<file path="src/rtl/exe_pkg.sv">
// Package exe_pkg
// Shared opcode values, ALU function and operand-source types, and the
// flag word used by the execute stage. Assumes a 4-bit opcode field.
package exe_pkg;

    localparam logic [3:0] IC_HALT  = 4'h0;
    localparam logic [3:0] IC_NOP   = 4'h1;
    localparam logic [3:0] IC_RRMOV = 4'h2;
    localparam logic [3:0] IC_IRMOV = 4'h3;
    localparam logic [3:0] IC_STORE = 4'h4;
    localparam logic [3:0] IC_LOAD  = 4'h5;
    localparam logic [3:0] IC_ARITH = 4'h6;
    localparam logic [3:0] IC_JUMP  = 4'h7;
    localparam logic [3:0] IC_CALL  = 4'h8;
    localparam logic [3:0] IC_RET   = 4'h9;
    localparam logic [3:0] IC_PUSH  = 4'hA;
    localparam logic [3:0] IC_POP   = 4'hB;

    typedef enum logic [1:0] {FN_ADD, FN_SUB, FN_AND, FN_XOR} alu_fn_e;

    typedef enum logic [2:0] {
        SRC_ZERO, SRC_OPA, SRC_IMM, SRC_STEP_DN, SRC_STEP_UP
    } a_src_e;

    typedef struct packed {
        a_src_e  a_src;
        logic    b_use;
        alu_fn_e fn;
        logic    set_flags;
    } exe_ctl_t;

    typedef struct packed {
        logic zf;
        logic sf;
        logic of;
    } flags_t;

    localparam flags_t FLAGS_INIT = '{zf: 1'b1, sf: 1'b0, of: 1'b0};

endpackage

</file>
<file path="src/rtl/exe_decode.sv">
// Module exe_decode
// Maps opcode and function field onto operand sources, ALU function and
// the flag-load enable. Pure combinational; unknown opcodes do no work.
module exe_decode
    import exe_pkg::*;
(
    input  logic [3:0] op_code,
    input  logic [3:0] fn_code,
    output exe_ctl_t   ctl
);

    // Choose operand sources and ALU function per opcode
    always_comb begin
        ctl = '{a_src: SRC_ZERO, b_use: 1'b0, fn: FN_ADD, set_flags: 1'b0};
        case (op_code)
            IC_RRMOV: ctl.a_src = SRC_OPA;
            IC_IRMOV: ctl.a_src = SRC_IMM;
            IC_STORE, IC_LOAD: begin
                ctl.a_src = SRC_IMM;
                ctl.b_use = 1'b1;
            end
            IC_CALL, IC_PUSH: begin
                ctl.a_src = SRC_STEP_DN;
                ctl.b_use = 1'b1;
            end
            IC_RET, IC_POP: begin
                ctl.a_src = SRC_STEP_UP;
                ctl.b_use = 1'b1;
            end
            IC_ARITH: begin
                ctl.a_src     = SRC_OPA;
                ctl.b_use     = 1'b1;
                ctl.set_flags = 1'b1;
                ctl.fn        = (fn_code[3:2] == 2'b00) ? alu_fn_e'(fn_code[1:0]) : FN_ADD;
            end
            default: ;
        endcase
    end

endmodule

</file>
<file path="src/rtl/exe_operand_mux.sv">
// Module exe_operand_mux
// Builds the two ALU inputs from the selected sources. The stack step is
// a parameter; the B input is either the second operand or zero.
module exe_operand_mux
    import exe_pkg::*;
#(
    parameter int XLEN = 32,
    parameter int STEP = 4
) (
    input  exe_ctl_t          ctl,
    input  logic [XLEN-1:0]   opnd_a,
    input  logic [XLEN-1:0]   opnd_b,
    input  logic [XLEN-1:0]   imm_c,
    output logic [XLEN-1:0]   alu_a,
    output logic [XLEN-1:0]   alu_b
);

    localparam logic [XLEN-1:0] STEP_UP = XLEN'(STEP);
    localparam logic [XLEN-1:0] STEP_DN = '0 - STEP_UP;

    // Select ALU input A
    always_comb begin
        case (ctl.a_src)
            SRC_OPA:     alu_a = opnd_a;
            SRC_IMM:     alu_a = imm_c;
            SRC_STEP_DN: alu_a = STEP_DN;
            SRC_STEP_UP: alu_a = STEP_UP;
            default:     alu_a = '0;
        endcase
    end

    // Select ALU input B
    always_comb alu_b = ctl.b_use ? opnd_b : '0;

endmodule

</file>
<file path="src/rtl/exe_alu.sv">
// Module exe_alu
// Computes B op A and the candidate flags. Subtract is B - A. Overflow is
// only meaningful for add and subtract and is zero for logic functions.
module exe_alu
    import exe_pkg::*;
#(
    parameter int XLEN = 32
) (
    input  alu_fn_e          fn,
    input  logic [XLEN-1:0]  alu_a,
    input  logic [XLEN-1:0]  alu_b,
    output logic [XLEN-1:0]  result,
    output flags_t           flags
);

    localparam int MSB = XLEN - 1;

    // Perform the selected operation
    always_comb begin
        case (fn)
            FN_SUB:  result = alu_b - alu_a;
            FN_AND:  result = alu_b & alu_a;
            FN_XOR:  result = alu_b ^ alu_a;
            default: result = alu_b + alu_a;
        endcase
    end

    // Derive zero, sign and signed-overflow flags from the result
    always_comb begin
        flags.zf = (result == '0);
        flags.sf = result[MSB];
        case (fn)
            FN_ADD:  flags.of = (alu_a[MSB] == alu_b[MSB]) && (result[MSB] != alu_a[MSB]);
            FN_SUB:  flags.of = (alu_a[MSB] != alu_b[MSB]) && (result[MSB] != alu_b[MSB]);
            default: flags.of = 1'b0;
        endcase
    end

endmodule

</file>
<file path="src/rtl/exe_flag_reg.sv">
// Module exe_flag_reg
// Three-bit flag register with synchronous active-low reset and a load
// enable. Reset wins over load.
module exe_flag_reg
    import exe_pkg::*;
(
    input  logic   clk,
    input  logic   rst_n,
    input  logic   load,
    input  flags_t d,
    output flags_t q
);

    // Hold or load the flags
    always_ff @(posedge clk) begin
        if (!rst_n)    q <= FLAGS_INIT;
        else if (load) q <= d;
    end

    // reset value appears after a reset edge
    a_r1_reset_value: assert property (@(posedge clk) !rst_n |=> (q == FLAGS_INIT));

    // flags keep their value when no load is requested
    a_r7_hold_when_idle: assert property (@(posedge clk) disable iff (!rst_n)
        !load |=> $stable(q));

endmodule

</file>
<file path="src/rtl/exe_stage.sv">
// Module exe_stage
// Execute stage: decodes the opcode into operand sources, runs the shared
// adder/logic unit and registers the flags for arithmetic/logic opcodes.
// Assumes inputs are stable for the whole cycle; val_e is combinational.
module exe_stage
    import exe_pkg::*;
#(
    parameter int XLEN = 32,
    parameter int STEP = 4
) (
    input  logic            clk,
    input  logic            rst_n,
    input  logic [3:0]      op_code,
    input  logic [3:0]      fn_code,
    input  logic [XLEN-1:0] opnd_a,
    input  logic [XLEN-1:0] opnd_b,
    input  logic [XLEN-1:0] imm_c,
    output logic [XLEN-1:0] val_e,
    output logic            flag_z,
    output logic            flag_s,
    output logic            flag_o
);

    localparam logic [XLEN-1:0] STEP_W = XLEN'(STEP);

    exe_ctl_t        ctl;
    logic [XLEN-1:0] alu_a;
    logic [XLEN-1:0] alu_b;
    flags_t          nxt_flags;
    flags_t          cur_flags;

    exe_decode u_decode (
        .op_code (op_code),
        .fn_code (fn_code),
        .ctl     (ctl)
    );

    exe_operand_mux #(.XLEN(XLEN), .STEP(STEP)) u_mux (
        .ctl    (ctl),
        .opnd_a (opnd_a),
        .opnd_b (opnd_b),
        .imm_c  (imm_c),
        .alu_a  (alu_a),
        .alu_b  (alu_b)
    );

    exe_alu #(.XLEN(XLEN)) u_alu (
        .fn     (ctl.fn),
        .alu_a  (alu_a),
        .alu_b  (alu_b),
        .result (val_e),
        .flags  (nxt_flags)
    );

    exe_flag_reg u_flags (
        .clk   (clk),
        .rst_n (rst_n),
        .load  (ctl.set_flags),
        .d     (nxt_flags),
        .q     (cur_flags)
    );

    // Expose the flag fields as separate ports
    always_comb begin
        flag_z = cur_flags.zf;
        flag_s = cur_flags.sf;
        flag_o = cur_flags.of;
    end

    // call and push step the stack pointer down
    a_r4_stack_down: assert property (@(posedge clk) disable iff (!rst_n)
        (op_code == IC_CALL || op_code == IC_PUSH) |-> (val_e == opnd_b - STEP_W));

    // return and pop step the stack pointer up
    a_r5_stack_up: assert property (@(posedge clk) disable iff (!rst_n)
        (op_code == IC_RET || op_code == IC_POP) |-> (val_e == opnd_b + STEP_W));

    // non-arithmetic opcodes leave the flag ports unchanged
    a_r7_ports_stable: assert property (@(posedge clk) disable iff (!rst_n)
        (op_code != IC_ARITH) |=> $stable({flag_z, flag_s, flag_o}));

    // after an arithmetic cycle the zero flag reflects that result
    a_r8_zero_flag: assert property (@(posedge clk) disable iff (!rst_n)
        (op_code == IC_ARITH) |=> (flag_z == ($past(val_e) == '0)));

    // logic functions never raise overflow
    a_r9_logic_no_overflow: assert property (@(posedge clk) disable iff (!rst_n)
        (op_code == IC_ARITH && (fn_code == 4'd2 || fn_code == 4'd3)) |=> !flag_o);

    // idle opcodes produce a zero result
    a_r10_idle_zero: assert property (@(posedge clk) disable iff (!rst_n)
        (op_code == IC_HALT || op_code == IC_NOP || op_code == IC_JUMP || op_code >= 4'hC)
        |-> (val_e == '0));

endmodule

</file>
<file path="config.mk">
export PLATFORM = sky130hd
export DESIGN_NAME = exe_stage
export DESIGN_NICKNAME = d
export VERILOG_FILES = /design/src/rtl/exe_pkg.sv /design/src/rtl/exe_decode.sv /design/src/rtl/exe_operand_mux.sv /design/src/rtl/exe_alu.sv /design/src/rtl/exe_flag_reg.sv /design/src/rtl/exe_stage.sv
export SDC_FILE = /design/constraint.sdc
export NUM_CORES = 1
export LEC_CHECK = 0
export ABC_AREA = 1
export BUFFER_PORTS_ARGS = -buffer_cell sky130_fd_sc_hd__buf_2
export CAP_MARGIN = 20
export CORE_ASPECT_RATIO = 0.75
export CORE_MARGIN = 8
export CORE_UTILIZATION = 55
export DETAILED_ROUTE_END_ITERATION = 8
export PLACE_DENSITY = 0.89
export REMOVE_ABC_BUFFERS = 1
export SETUP_SLACK_MARGIN = 0.5
export SLEW_MARGIN = 20
export SYNTH_ARGS = -nofsm -noshare
export SYNTH_HDL_FRONTEND = slang
export SYNTH_SLANG_ARGS = --single-unit
</file>
<file path="constraint.sdc">
create_clock -name clk -period 10.1 [get_ports clk]
set_clock_uncertainty 0.2 [all_clocks]
set_input_delay 2.02 -clock clk [delete_from_list [all_inputs] [get_ports clk]]
set_output_delay 2.02 -clock clk [all_outputs]
set_load 0.05 [all_outputs]
</file>
==> summary.txt <==
=====================================================================================
Outcome                                                                  finished clean
Share of final-layout standard cells stronger than drive strength 1             18.8%
Number of design rule violations left after detail routing                          0
Detailed placement HPWL                                                      15800 um
Largest net degree at the start of global routing                                  30
Count of synthesis-stage warnings from yosys                                        0
Utilization of the core after routing                                           64.9%
Layout overhead on the synthesized area                                         15.4%
Post-synth top area cell                                                 sky130_fd_sc_hd__ha_1
Register area share after synthesis                                             1.19%
Worst Setup SP                                                             op_code[3]
Cell row count                                                                     30
Max_cap viols                                                                       0
Maximum level of the CTS H-tree                                                     1
Post-synthesis instance total                                                     927
CTS buffer count                                                                    3
Area of the core region                                                    8970 sq um
Total count of hold-check failures in the final report                              0
Main area contributors after synthesis                                   sky130_fd_sc_hd__ha_1 (15%), sky130_fd_sc_hd__nand2_1 (15%), sky130_fd_sc_hd__inv_1 (12%)
Switching power                                                                368 uW
Register with the most flip-flops                                           u_flags.q
Post-CTS setup repair buffer count                                                  0
Total Routing Usage GR                                                          29.4%
Clock transition at the registers of the reported paths                         30 ps
Final RePlAce weighted congestion                                                1.03
Number of flip-flops in the largest register                                        3
Number of stages on the worst hold path                                             2
Min-Delay Path Class                                                          reg2reg
Period Utilization, post-route                                                  89.5%
Count of pins on the block boundary                                               141
Setup TNS                                                                        0 ps
First-pass detailed-route iteration total                                           6
Clock sink total                                                                    3
Clk network pwr share                                                           11.1%
Effective utilization at floorplan                                              56.2%
Worst setup path category                                                      in2out
Number of hold-repair buffers added at the cts stage                                0
Worst supply voltage drop on vdd                                             0.117 mV
Switching portion of total power                                                64.2%
Cell Int Power                                                                 205 uW
# port buffers                                                                    140
Worst path required time                                                      7880 ps
WP data arrival                                                               6820 ps
FILL cells                                                                        902
Crit path max fanout                                                               23
Latest clock arrival within the worst-skew pair                                220 ps
Wirelength, routed                                                           18800 um
Netlist cell types                                                                 47
Remaining global-route overflow                                                     0
Number of cells on the worst reg-to-reg path                                        4
Post-placement setup slack                                                    1170 ps
Normalized max-slew margin                                                      29.2%
Maximum count of clock buffers along a single path                                  2
Register-to-register setup slack                                              9200 ps
Number of max-slew violations in the final report                                   0
Detail-routed via count per cell                                                 5.67
Proportion of power drawn by combinational gates                                86.7%
Count of routing violations after the opening detailed-route iteration            691
Post_cts resized                                                                    0
Crit path capture type                                                   primary output
TritonCTS clock tree                                                             done
Antenna diode instance count                                                        0
Number of nets at the end of the flow                                            1214
Average detailed-routed wire length per instance                              16.3 um
Largest registers                                                        u_flags.q x3
Vias after detailed routing                                                      6556
FF-to-FF Start                                                           u_flags.q[1]$_SDFFE_PN0P_
Via count of the first global-routing pass                                       6195
Die H                                                                         99.0 um
Total power per unit cell area                                           98.4 nW/um^2
Residual antenna-violating net count after detailed routing                         0
Share of the synthesized area in the top cell type                              15.1%
Crit start category                                                         input pin
Number of setup violations in the final report                                      0
Setup repair after global routing missed its margin                             false
Static Leak                                                                0.00356 uW
Die area                                                                  12500 sq um
Hold path start                                                          u_flags.q[2]$_SDFFE_PN1P_
Worst slack on hold paths                                                      281 ps
Total standard cell area after synthesis                                   5050 sq um
First-pass GRT wire length                                                   30700 um
Post-layout minimum cycle time                                                9040 ps
Clk root buf                                                             sky130_fd_sc_hd__clkbuf_16
Mean cell area of the mapped netlist                                       5.44 sq um
Die W                                                                          127 um
Max frequency                                                               0.111 GHz
Number of flip-flops and latches in the synthesized netlist                         3
Transition at the pin with the smallest max-transition slack                  1060 ps
Number of antenna violations at the first check in global routing                   0
Final worst setup slack                                                       1060 ps
Seq pwr share                                                                    2.2%
=====================================================================================
[power by group through the flow]
stage	clock network [uW]	logic, uW	registers [uW]
finish	63.3	497	12.6
global route	64.8	537	12.7
CTS	63.4	489	12.6
detailed placement	0	487	12.8
global placement	0	483	12.8
floorplan	0	357	14.2
[metal layers]
metal | part of all wire, % | global-route usage, % | up-vias
met5 | 0 | 0 | -
met2 | 41 | 45.4 | 338
met1 | 47 | 41.7 | 2944
li1 | - | - | 3250
met3 | 11 | 5.23 | 24
met4 | 1.5 | 4.88 | 0
[placed cells by master (no fill, tap or decap), types with 5 or more instances in the layout]
master,count
sky130_fd_sc_hd__a21o_1,8
sky130_fd_sc_hd__a21oi_1,53
sky130_fd_sc_hd__a22o_1,7
sky130_fd_sc_hd__a31oi_1,5
sky130_fd_sc_hd__buf_2,140
sky130_fd_sc_hd__ha_1,61
sky130_fd_sc_hd__inv_1,156
sky130_fd_sc_hd__inv_2,8
sky130_fd_sc_hd__nand2_1,197
sky130_fd_sc_hd__nand2_2,6
sky130_fd_sc_hd__nand3_1,72
sky130_fd_sc_hd__nand3_2,10
sky130_fd_sc_hd__nand3b_1,6
sky130_fd_sc_hd__nand4_1,32
sky130_fd_sc_hd__nor2_1,135
sky130_fd_sc_hd__nor2_2,6
sky130_fd_sc_hd__nor3_1,15
sky130_fd_sc_hd__o211ai_1,6
sky130_fd_sc_hd__o21ai_0,36
sky130_fd_sc_hd__o21ai_1,5
sky130_fd_sc_hd__o21bai_1,5
sky130_fd_sc_hd__xnor2_1,11
sky130_fd_sc_hd__xor2_1,23
[cell type report]
| type | count | area (sq um) | share of cell area [%] |
|---|---|---|---|
| clock buffers | 4 | 78.8 | 1.35 |
| inverters | 164 | 616 | 10.6 |
| multi-input cells | 732 | 4210 | 72.2 |
| flip-flops and latches | 3 | 60.1 | 1.03 |
| well taps | 112 | 140 | 2.41 |
| repair buffers | 142 | 723 | 12.4 |
[through the flow]
stage	instances	cell area, sq um	power [uW]
after CTS	1156	5810	565
after global routing	1157	5820	615
after detailed placement	1152	5730	500
after floorplan	899	4880	372
final	1157	5820	573
after global placement	1152	5730	496
[logic make-up (layout without fill, tap and decap cells)]
kind of cell | after synthesis | after routing | share of synthesized area (%)
buffers and inverters | 192 | 310 | 15.5
AND/OR/NAND/NOR | 500 | 500 | 46.1
adder cells (fa/ha/maj) | 62 | 62 | 15.5
XOR/XNOR | 34 | 34 | 5.90
flip-flops | 3 | 3 | 1.19
AO/OA/AOI/OAI | 136 | 136 | 15.7
[synth_stat cells, drive strengths merged]
master and count:
nand2 204, inv 164, nor2 142, nand3 85, ha 61, a21oi 54
o21ai 43, nand4 33, xor2 23, nor3 21, buf 20, xnor2 11
a21o 8, clkbuf 8, a22o 7, nand3b 6, o211ai 6, or2 6
a31oi 5, o21bai 5, dfxtp 3, o31ai 3, a21boi 1, and3 1
fa 1, nand2b 1, nor4 1, o21a 1, o221a 1, o221ai 1
o311ai 1
[final timing paths]
| kind | end |
|---|---|
| max | val_e[17] |
| max reg2reg | u_flags.q[1]$_SDFFE_PN0P_ |
| min | u_flags.q[2]$_SDFFE_PN1P_ |
| min reg2reg | u_flags.q[2]$_SDFFE_PN1P_ |
[critical path, cell delays in order]
cell	delay, ps
sky130_fd_sc_hd__buf_2	120
sky130_fd_sc_hd__inv_2	310
sky130_fd_sc_hd__nand3_4	250
sky130_fd_sc_hd__nor2_4	200
sky130_fd_sc_hd__inv_2	90
sky130_fd_sc_hd__nor3_1	300
sky130_fd_sc_hd__nand2_1	450
sky130_fd_sc_hd__inv_1	450
sky130_fd_sc_hd__a21oi_1	180
sky130_fd_sc_hd__xor2_1	180
sky130_fd_sc_hd__inv_1	60
sky130_fd_sc_hd__ha_1	350
sky130_fd_sc_hd__nand2_1	90
sky130_fd_sc_hd__nor2_1	200
sky130_fd_sc_hd__nand2_1	70
sky130_fd_sc_hd__o21ai_0	430
sky130_fd_sc_hd__nand3_1	170
sky130_fd_sc_hd__nand2_1	140
sky130_fd_sc_hd__nand2_1	60
sky130_fd_sc_hd__nand2_1	90
sky130_fd_sc_hd__nor2_1	50
sky130_fd_sc_hd__o21bai_1	250
sky130_fd_sc_hd__buf_2	320
(Power assumes the default switching activity.)
